===== config.mk =====
export PLATFORM = sky130hd
export DESIGN_NAME = scl_setup_calc
export DESIGN_NICKNAME = d
export VERILOG_FILES = /design/src/rtl/scl_pkg.sv /design/src/rtl/scl_rdiv.sv /design/src/rtl/scl_axis_prep.sv /design/src/rtl/scl_setup_calc.sv
export SDC_FILE = /design/constraint.sdc
export NUM_CORES = 1
export LEC_CHECK = 0
export BUFFER_PORTS_ARGS = -buffer_cell sky130_fd_sc_hd__buf_2
export CAP_MARGIN = 20
export CORE_MARGIN = 3
export CORE_UTILIZATION = 45
export DETAILED_ROUTE_END_ITERATION = 8
export PLACE_DENSITY = 0.71
export SLEW_MARGIN = 20
export SYNTH_ARGS = -nofsm -noshare
export SYNTH_HDL_FRONTEND = slang
export SYNTH_HIERARCHICAL = 1
export SYNTH_SLANG_ARGS = --single-unit

===== constraint.sdc =====
create_clock -name clk -period 16 [get_ports clk]
set_input_delay 0.8 -clock clk [delete_from_list [all_inputs] [get_ports clk]]
set_output_delay 0.8 -clock clk [all_outputs]
set_load 0.02 [all_outputs]

===== src/rtl/scl_pkg.sv =====
package scl_pkg;
  localparam int          FACT_W     = 16;
  localparam logic [15:0] FACT_UNITY = 16'h1000;
  localparam int          SH_GROW    = 15;
  localparam int          SH_SHRINK  = 11;
  localparam logic [15:0] LB_TH_HI   = 16'd2560;
  localparam logic [15:0] LB_TH_MID  = 16'd1920;
  localparam logic [15:0] LB_TH_LO   = 16'd1280;

  typedef enum logic [1:0] {
    DIR_KEEP   = 2'd0,
    DIR_GROW   = 2'd1,
    DIR_SHRINK = 2'd2
  } scl_dir_e;

  typedef enum logic [2:0] {
    LBO_YUV_WIDE   = 3'd0,
    LBO_YUV_DEEP   = 3'd1,
    LBO_RGB_WIDE   = 3'd2,
    LBO_RGB_MID    = 3'd3,
    LBO_RGB_NARROW = 3'd4
  } lb_org_e;

  function automatic scl_dir_e dir_of(input logic [15:0] s, input logic [15:0] d);
    if (s == d)     return DIR_KEEP;
    else if (s < d) return DIR_GROW;
    else            return DIR_SHRINK;
  endfunction

  function automatic lb_org_e lb_pick(input logic [15:0] w, input logic yuv);
    if (w > LB_TH_HI)       return LBO_RGB_WIDE;
    else if (w > LB_TH_MID) return LBO_RGB_MID;
    else if (!yuv)          return LBO_RGB_NARROW;
    else if (w > LB_TH_LO)  return LBO_YUV_WIDE;
    else                    return LBO_YUV_DEEP;
  endfunction
endpackage


===== src/rtl/scl_rdiv.sv =====
module scl_rdiv #(
  parameter int NUM_W = 29,
  parameter int DEN_W = 13,
  parameter int OUT_W = 16
) (
  input  logic             clk,
  input  logic             rst_n,
  input  logic             go,
  input  logic [NUM_W-1:0] num,
  input  logic [DEN_W-1:0] den,
  output logic             fin,
  output logic [OUT_W-1:0] quo
);
  localparam int CNT_W = $clog2(NUM_W);

  logic             run_q, run_n, fin_q, fin_n;
  logic [CNT_W-1:0] cnt_q, cnt_n;
  logic [DEN_W-1:0] rem_q, rem_n, den_q, den_n;
  logic [NUM_W-1:0] quo_q, quo_n;
  logic [DEN_W:0]   trial, diff;
  logic             take;

  always_comb begin
    trial = {rem_q, quo_q[NUM_W-1]};
    diff  = trial - {1'b0, den_q};
    take  = (trial >= {1'b0, den_q});
  end

  always_comb begin
    run_n = run_q;
    fin_n = 1'b0;
    cnt_n = cnt_q;
    rem_n = rem_q;
    den_n = den_q;
    quo_n = quo_q;
    if (go) begin
      run_n = 1'b1;
      cnt_n = '0;
      rem_n = '0;
      den_n = den;
      quo_n = num;
    end else if (run_q) begin
      rem_n = take ? diff[DEN_W-1:0] : trial[DEN_W-1:0];
      quo_n = {quo_q[NUM_W-2:0], take};
      if (cnt_q == CNT_W'(NUM_W - 1)) begin
        run_n = 1'b0;
        fin_n = 1'b1;
      end else begin
        cnt_n = cnt_q + 1'b1;
      end
    end
  end

  always_ff @(posedge clk or negedge rst_n) begin
    if (!rst_n) begin
      run_q <= 1'b0;
      fin_q <= 1'b0;
      cnt_q <= '0;
      rem_q <= '0;
      den_q <= '0;
      quo_q <= '0;
    end else begin
      run_q <= run_n;
      fin_q <= fin_n;
      cnt_q <= cnt_n;
      rem_q <= rem_n;
      den_q <= den_n;
      quo_q <= quo_n;
    end
  end

  assign fin = fin_q;
  assign quo = quo_q[OUT_W-1:0];
endmodule


===== src/rtl/scl_axis_prep.sv =====
module scl_axis_prep
  import scl_pkg::*;
#(
  parameter int SZ_W    = 13,
  parameter int NUM_W   = 29,
  parameter bit IS_VERT = 1'b0
) (
  input  logic [SZ_W-1:0]  src,
  input  logic [SZ_W-1:0]  dst,
  input  logic             filt_avg,
  output scl_dir_e         dir,
  output logic [NUM_W-1:0] num,
  output logic [SZ_W-1:0]  den,
  output logic [1:0]       post_sh,
  output logic [2:0]       skip
);
  localparam int X_W = SZ_W + 2;

  logic [X_W-1:0]   s_x, d_x, act, base;
  logic [1:0]       lg;
  logic             skip_on, ge4, ge2, eq;
  logic [NUM_W-1:0] b2;

  always_comb begin
    dir     = dir_of(16'(src), 16'(dst));
    s_x     = X_W'(src);
    d_x     = X_W'(dst);
    ge4     = s_x >= (d_x << 2);
    ge2     = s_x >= (d_x << 1);
    skip_on = IS_VERT && (dir == DIR_SHRINK) && !filt_avg;
    if (!skip_on)  lg = 2'd0;
    else if (ge4)  lg = 2'd2;
    else if (ge2)  lg = 2'd1;
    else           lg = 2'd0;
    case (lg)
      2'd2:    act = (s_x + X_W'(3)) >> 2;
      2'd1:    act = (s_x + X_W'(1)) >> 1;
      default: act = s_x;
    endcase
    eq      = (lg != 2'd0) && (act == d_x);
    base    = eq ? s_x : act;
    post_sh = eq ? lg : 2'd0;
    skip    = 3'(1 << lg);
    b2      = (NUM_W'(base) << 1) - NUM_W'(3);
    num     = (dir == DIR_GROW) ? (b2 << SH_GROW) : (b2 << SH_SHRINK);
    den     = dst - 1'b1;
  end
endmodule


===== src/rtl/scl_setup_calc.sv =====
module scl_setup_calc
  import scl_pkg::*;
#(
  parameter int SZ_W = 13
) (
  input  logic            clk,
  input  logic            rst_n,
  input  logic            start,
  input  logic [SZ_W-1:0] src_w,
  input  logic [SZ_W-1:0] src_h,
  input  logic [SZ_W-1:0] dst_w,
  input  logic [SZ_W-1:0] dst_h,
  input  logic            is_yuv,
  input  logic            filt_sel,
  output logic            busy,
  output logic            done,
  output logic            cfg_err,
  output logic [1:0]      h_dir,
  output logic [1:0]      v_dir,
  output logic [15:0]     h_factor,
  output logic [15:0]     v_factor,
  output logic [2:0]      v_skip,
  output logic [2:0]      lb_mode
);
  localparam int NUM_W = SZ_W + 16;

  typedef enum logic [2:0] {ST_IDLE, ST_HSET, ST_HDIV, ST_VSET, ST_VDIV, ST_FIN} st_e;

  // reset: asynchronous assert, synchronous release
  logic [1:0] rs_q;
  logic       arst_n;
  always_ff @(posedge clk or negedge rst_n) begin
    if (!rst_n) rs_q <= 2'b00;
    else        rs_q <= {rs_q[0], 1'b1};
  end
  assign arst_n = rs_q[1];

  st_e              st_q, st_n;
  logic             ld, pub;
  logic [SZ_W-1:0]  sw_q, sh_q, dw_q, dh_q;
  logic             yuv_q, filt_q, err;
  scl_dir_e         hd, vd;
  logic [NUM_W-1:0] h_num, v_num, div_num;
  logic [SZ_W-1:0]  h_den, v_den, div_den;
  logic [1:0]       h_post, v_post;
  logic [2:0]       h_skip_unused_n, v_sk;
  logic             div_go, div_fin;
  logic [FACT_W-1:0] div_quo, hfac_q, hfac_n, vfac_q, vfac_n;
  logic             done_n;

  assign ld  = (st_q == ST_IDLE) && start;
  assign pub = (st_q == ST_FIN);

  always_ff @(posedge clk or negedge arst_n) begin
    if (!arst_n) begin
      sw_q <= '0; sh_q <= '0; dw_q <= '0; dh_q <= '0;
      yuv_q <= 1'b0; filt_q <= 1'b0;
    end else if (ld) begin
      sw_q <= src_w; sh_q <= src_h; dw_q <= dst_w; dh_q <= dst_h;
      yuv_q <= is_yuv; filt_q <= filt_sel;
    end
  end

  assign err = (sw_q < SZ_W'(2)) || (sh_q < SZ_W'(2)) ||
               (dw_q < SZ_W'(2)) || (dh_q < SZ_W'(2));

  scl_axis_prep #(.SZ_W(SZ_W), .NUM_W(NUM_W), .IS_VERT(1'b0)) u_hprep (
    .src(sw_q), .dst(dw_q), .filt_avg(filt_q), .dir(hd), .num(h_num),
    .den(h_den), .post_sh(h_post), .skip(h_skip_unused_n)
  );

  scl_axis_prep #(.SZ_W(SZ_W), .NUM_W(NUM_W), .IS_VERT(1'b1)) u_vprep (
    .src(sh_q), .dst(dh_q), .filt_avg(filt_q), .dir(vd), .num(v_num),
    .den(v_den), .post_sh(v_post), .skip(v_sk)
  );

  scl_rdiv #(.NUM_W(NUM_W), .DEN_W(SZ_W), .OUT_W(FACT_W)) u_div (
    .clk(clk), .rst_n(arst_n), .go(div_go), .num(div_num), .den(div_den),
    .fin(div_fin), .quo(div_quo)
  );

  always_comb begin
    st_n    = st_q;
    hfac_n  = hfac_q;
    vfac_n  = vfac_q;
    div_go  = 1'b0;
    div_num = h_num;
    div_den = h_den;
    done_n  = 1'b0;
    case (st_q)
      ST_IDLE: if (start) st_n = ST_HSET;
      ST_HSET: begin
        if (!err && hd != DIR_KEEP) begin
          div_go = 1'b1;
          st_n   = ST_HDIV;
        end else begin
          hfac_n = err ? '0 : FACT_UNITY;
          st_n   = ST_VSET;
        end
      end
      ST_HDIV: if (div_fin) begin
        hfac_n = div_quo >> h_post;
        st_n   = ST_VSET;
      end
      ST_VSET: begin
        div_num = v_num;
        div_den = v_den;
        if (!err && vd != DIR_KEEP) begin
          div_go = 1'b1;
          st_n   = ST_VDIV;
        end else begin
          vfac_n = err ? '0 : FACT_UNITY;
          st_n   = ST_FIN;
        end
      end
      ST_VDIV: if (div_fin) begin
        vfac_n = div_quo >> v_post;
        st_n   = ST_FIN;
      end
      ST_FIN: begin
        done_n = 1'b1;
        st_n   = ST_IDLE;
      end
      default: st_n = ST_IDLE;
    endcase
  end

  always_ff @(posedge clk or negedge arst_n) begin
    if (!arst_n) begin
      st_q   <= ST_IDLE;
      hfac_q <= '0;
      vfac_q <= '0;
      done   <= 1'b0;
    end else begin
      st_q   <= st_n;
      hfac_q <= hfac_n;
      vfac_q <= vfac_n;
      done   <= done_n;
    end
  end

  always_ff @(posedge clk or negedge arst_n) begin
    if (!arst_n) begin
      h_factor <= '0; v_factor <= '0; h_dir <= '0; v_dir <= '0;
      v_skip <= '0; lb_mode <= '0; cfg_err <= 1'b0;
    end else if (pub) begin
      h_factor <= hfac_q;
      v_factor <= vfac_q;
      h_dir    <= hd;
      v_dir    <= vd;
      v_skip   <= err ? 3'd1 : v_sk;
      lb_mode  <= lb_pick(16'(sw_q), yuv_q);
      cfg_err  <= err;
    end
  end

  assign busy = (st_q != ST_IDLE);
endmodule


# After elaboration in Yosys (flattened, before gate mapping)
# Cells that the tools add are included.
[classes]
n_mux = 50
n_shift = 2
n_addsub = 8
eq_ne = 20
magnitude_cmp = 12
reduce_logical = 22
[op_table]
columns = ["cell", "count"]
rows = [
  ["29-bit 2-to-1 mux", 5],
  ["13-bit 2-to-1 mux", 5],
  ["16-bit 2-to-1 mux", 4],
  ["16-bit case mux with 2 select lines", 2],
  ["13-bit by 2-bit < comparator with 1-bit output, second input constant", 4],
  ["14-bit case mux with 2 select lines", 1],
  ["13-bit equality test", 2],
  ["13-bit by 11-bit > comparator with 1-bit output, second input constant", 2],
  ["13-bit < comparator", 2],
  ["13-bit by 1-bit subtractor with 13-bit output, second input constant", 2],
  ["3-bit 2-to-1 mux", 7],
  ["16-bit by 2-bit subtractor with 17-bit output, second input constant", 1],
  ["16-bit by 2-bit right shift with 16-bit output", 1],
  ["13-bit by 15-bit greater-or-equal comparator with 1-bit output", 1],
  ["5-bit 2-to-1 mux", 3],
  ["3-bit case mux with 5 select lines", 1],
  ["14-bit by 2-bit subtractor with 15-bit output, second input constant", 1],
  ["13-bit by 1-bit adder with 14-bit output, second input constant", 1],
  ["13-bit by 2-bit adder with 14-bit output, second input constant", 1],
  ["14-bit by 13-bit equality test with 1-bit output", 1],
  ["13-bit by 14-bit greater-or-equal comparator with 1-bit output", 1],
  ["14-bit by 13-bit greater-or-equal comparator with 1-bit output", 1],
  ["14-bit 2-to-1 mux", 1],
  ["2-bit 2-to-1 mux", 7],
  ["other kinds (22)", 57],
]
[totals]
register_bits = 197
out_inout_bits = 45
in_bits = 57
word_cells = 138

# Logic depth before layout (Yosys ltp)
[depth]
depth_word = 15
depth_mapped = 35
mapped_depth_nobuf = 32

# Cells and area by module
# Netlist, hierarchy kept.
[modules_own_cells]
columns = ["module", "cells_per_inst", "seq_area_each_um2", "instances", "area_each_um2"]
rows = [
  ["scl_setup_calc", 558, 3378.2, 1, 6585.1],
  ["scl_rdiv", 396, 1551.5, 1, 3674.8],
  ["scl_axis_prep at u_vprep", 403, 0.0, 1, 2885.3],
  ["scl_axis_prep at u_hprep", 143, 0.0, 1, 984.7],
]

# Worst setup path before layout
# OpenSTA, ideal clock, no wires.
[synth_timing]
path_type = "register to register"
from = "reg sh_q[2]"
to = "reg u_div.quo_q[23]"
required_time_ps = 15867
path_buffers = 4
synth_period_minus_slack_ps = 6282
path_slack_ps = 9718
path_stages_with_launch = 36
setup_ps = 133
arrival_time_ps = 6149
cell_sequence = "dfrtp_1 -> buf_2 -> buf_2 -> inv_1 -> ha_1 -> nand2_1 -> a21boi_0 -> o21a_1 -> o21a_1 -> o21a_1 -> o2111ai_1 -> a31oi_1 -> o31ai_1 -> nand3_1 -> or2_2 -> ha_1 -> clkbuf_1 -> nor2b_1 -> a221o_1 -> xnor2_1 -> and3_1 -> nand4_1 -> nor4b_2 -> nand4b_4 -> clkbuf_1 -> mux2i_1 -> ha_1 -> nand2_1 -> nor2_1 -> nand3_1 -> xor2_1 -> a21oi_1 -> mux2i_1 -> mux2_2 -> nand2_1 -> o21ai_0"
[synth_via]
elab_chain_len = 15
word_cells_on_any_way = 37
cone_classes = "add/sub: 3; order compare: 4; eq/ne: 6; mux: 13; reduce/logical: 11"
[synth_lines]
columns = ["element", "line", "text"]
rows = [
  ["start, declared", "scl_setup_calc.sv:40", "logic [SZ_W-1:0] sw_q, sh_q, dw_q, dh_q;"],
  ["start signal, assigned", "scl_setup_calc.sv:59", "sw_q <= src_w; sh_q <= src_h; dw_q <= dst_w; dh_q <= dst_h;"],
  ["13-bit < comparator", "scl_pkg.sv:26", "else if (s < d) return DIR_GROW;"],
  ["2-bit 2-to-1 mux", "scl_pkg.sv:26", ""],
  ["2-bit 2-to-1 mux", "scl_pkg.sv:25", "if (s == d) return DIR_KEEP;"],
  ["2-bit equality test", "scl_axis_prep.sv:30", "skip_on = IS_VERT && (dir == DIR_SHRINK) && !filt_avg;"],
  ["1-bit logical AND", "scl_axis_prep.sv:30", ""],
  ["2-bit 2-to-1 mux", "scl_axis_prep.sv:31", "if (!skip_on) lg = 2'd0;"],
  ["2-bit by 1-bit equality test with 1-bit output / 2-bit equality test (equally long branches)", "scl_axis_prep.sv:35", "case (lg)"],
  ["14-bit case mux with 2 select lines", "scl_axis_prep.sv:35", ""],
  ["14-bit by 13-bit equality test with 1-bit output", "scl_axis_prep.sv:40", "eq = (lg != 2'd0) && (act == d_x);"],
  ["1-bit logical AND", "scl_axis_prep.sv:40", ""],
  ["14-bit 2-to-1 mux", "scl_axis_prep.sv:41", "base = eq ? s_x : act;"],
  ["16-bit by 2-bit subtractor with 17-bit output", "scl_axis_prep.sv:44", "b2 = (NUM_W'(base) << 1) - NUM_W'(3);"],
  ["29-bit 2-to-1 mux (*)", "scl_axis_prep.sv:45", "num = (dir == DIR_GROW) ? (b2 << SH_GROW) : (b2 << SH_SHRINK);"],
  ["via v_num[23]", "scl_setup_calc.sv:43", "logic [NUM_W-1:0] h_num, v_num, div_num;"],
  ["29-bit 2-to-1 mux (*)", "scl_setup_calc.sv:90", "case (st_q)"],
  ["via div_num[23]", "scl_setup_calc.sv:43", ""],
  ["29-bit 2-to-1 mux (*)", "scl_rdiv.sv:36", "if (go) begin"],
  ["end signal, assigned", "scl_rdiv.sv:68", "quo_q <= quo_n;"],
  ["end, declared", "scl_rdiv.sv:19", "logic [NUM_W-1:0] quo_q, quo_n;"],
]
# The timed path passes the listed nets; every way through them passes the cells marked *.
# A chain may end at the register's enable or synchronous reset.

# Final worst setup path
[layout_timing]
from = "reg sh_q[2]"
to = "reg u_div.quo_q[21]"
# Same word-level chain as after synthesis.

==> results.txt <==
wire length per cell: 18.5 microns
reg2reg setup slack: 7.58 ns
Total Nets Final: 1,660
GRT Util Overall: 21.6%
Worst Setup Slack, final: 7.58 ns
setup tns final: 0 ns
Peak VDD IR: 110 uV
Syn Area/Cell: 9.43 sq um
Mapped Area: 14,100 sq um
Reg area: 4930 sq um
num ports: 102
Multi-input gate area: 8230 sq um
placed inst area: 14,600 sq um
WP data arrival: 8.71 ns
status: finished, final reports clean
CP Class: register to register
leakage: 6.98 nW
drt first pass iters: 6
via count: 11,300
Core Rows: 64
share of cells above drive strength 1: 20.2%
commonest non-fill, non-tap cells in the layout: nand2_1 (214), dfrtp_1 (195), mux2_2 (101), buf_2 (101), nor2_1 (80)
fin crit period: 8.42 ns
Layout Area Growth over Synthesis: 7.37%
hold-fix buffers at CTS: 0
Cell Pwr Density: 225 nW/um^2
Clk Tree Root Cell: clkbuf_16
Post-Place Cells: 1,906
Max Clock Skew: 0.0158 ns
Tightest Pin Transition: 0.997 ns
Worst path slowest cell: dfrtp_1
Max Used Layer: met4
initial core utilization: 45.9%
Req. time, crit path: 16.29 ns
Final Instance Area: 15,100 sq um
die area: 33,500 sq um
CTS tree: built
Clk Latency, worst-skew pair: 0.45 ns
Max-slew headroom: 33.5%
vias in the first global route: 11,000
r2r startpoint: sh_q[2]$_DFFE_PN0P_
post-cts resize count: 0
non-filler instance count after layout: 1,938
Post-CTS Setup Bufs: 0
final wirelength: 35.8 mm
first-pass GRT wire length: 58.7 mm
final worst path period share: 52.6%
ANT cells: 0
Worst-path clk slew: 0.08 ns
Final Hold Slack: 0.123 ns
FILL cells: 2,914
cells after synthesis: 1,496
Crit path top cell by count: a21oi_1
antenna violations before repair: 0
highest clock rate: 119 MHz
routability cong.: 0.925
Pwr Total: 3.40 mW
fin util: 49.2%
max-slew violations: 0
Setup Slack @ Placement: 7.69 ns
core box area: 30,700 sq um
RSZ-0062 raised after global routing: no
Sink Count: 197
most common cell after layout, fill and taps aside: nand2_1
DRC: 0
met3 wire length: 1.90 mm
M1 WL: 17.0 mm
crit-path max FO: 27
grt total ovfl: 0
Hold WC Path Type: input pin to async pin
Port Buffer Count: 101
post-route ant nets: 0
worst stage delay on the critical path: 0.81 ns
H-tree Lvls: 4
Final Hold Viols: 0
CP Launch Type: register
die span in y: 183 microns
WL met2: 16.1 mm
CTS buffer count: 17
pin count of the biggest net entering global routing: 104
worst r2r path cells: 30
CP Capture Type: register
Die X-Extent: 183 microns
Max Cap Viol: 0
YS warnings: 6
post-detail-place hpwl: 26.1 mm
Critical R2R Capture: u_div/quo_q[21]$_DFFE_PN0P_
clk buf depth: 2
DR iter-0 viols: 860
DR vias/cell: 5.85
final setup fails: 0
==> registers in the layout, indices dropped and copies added, names as in the netlist, 3 cells and up <==
name         count
v_skip           3
u_div/den_q     13
st_q             3
u_div/rem_q     13
dw_q            13
u_div/quo_q     29
h_factor        16
u_div/cnt_q      5
dh_q            13
vfac_q          16
lb_mode          3
sw_q            13
sh_q            13
v_factor        16
hfac_q          16
==> critical path, delay by kind of cell, from the launching register on <==
kind | cells | cell delay, ns
muxes | 1 | 0.28
xor gates and xnor gates | 2 | 0.36
DFF | 1 | 0.81
buffers and inverters | 1 | 0.46
and+or+nand+nor | 7 | 1.27
AOI/OAI and AO/OA | 16 | 3.63
adders and majority gates | 3 | 1.45
==> worst max path at each step <==
stage	startpoint	endpoint	slack [ns]	cells after the start
floorplan	sh_q[2]$_DFFE_PN0P_	u_div/quo_q[23]$_DFFE_PN0P_	9.72	35
finish	sh_q[2]$_DFFE_PN0P_	u_div/quo_q[21]$_DFFE_PN0P_	7.58	30
global route	sh_q[2]$_DFFE_PN0P_	u_div/quo_q[27]$_DFFE_PN0P_	6.92	30
CTS	sh_q[2]$_DFFE_PN0P_	u_div/quo_q[27]$_DFFE_PN0P_	7.66	30
detailed placement	sh_q[2]$_DFFE_PN0P_	u_div/quo_q[27]$_DFFE_PN0P_	7.69	30
global placement	sh_q[2]$_DFFE_PN0P_	u_div/quo_q[23]$_DFFE_PN0P_	7.79	30
==> power breakdown <==
part           total [mW]  internal [mW]  switching, mW
sequential          0.978          0.668          0.310
clock               0.433          0.223          0.210
combinational        1.99          0.869           1.12
==> layer usage <==
metal	track usage, %	vias to the layer above
li1	-	5355
met1	31.2	5547
met2	33.4	385
met3	3.29	52
met4	6.83	0
met5	0	-
==> cell type report <==
| cell class | count | area share, % |
|---|---|---|
| clock buffer | 18 | 2.83 |
| clock inverter | 14 | 1.06 |
| inverter | 80 | 1.98 |
| multi-input combinational | 1121 | 54.4 |
| sequential | 197 | 32.6 |
| tap | 396 | 3.27 |
| timing repair buffer | 112 | 3.91 |
(Power assumes the default switching activity.)
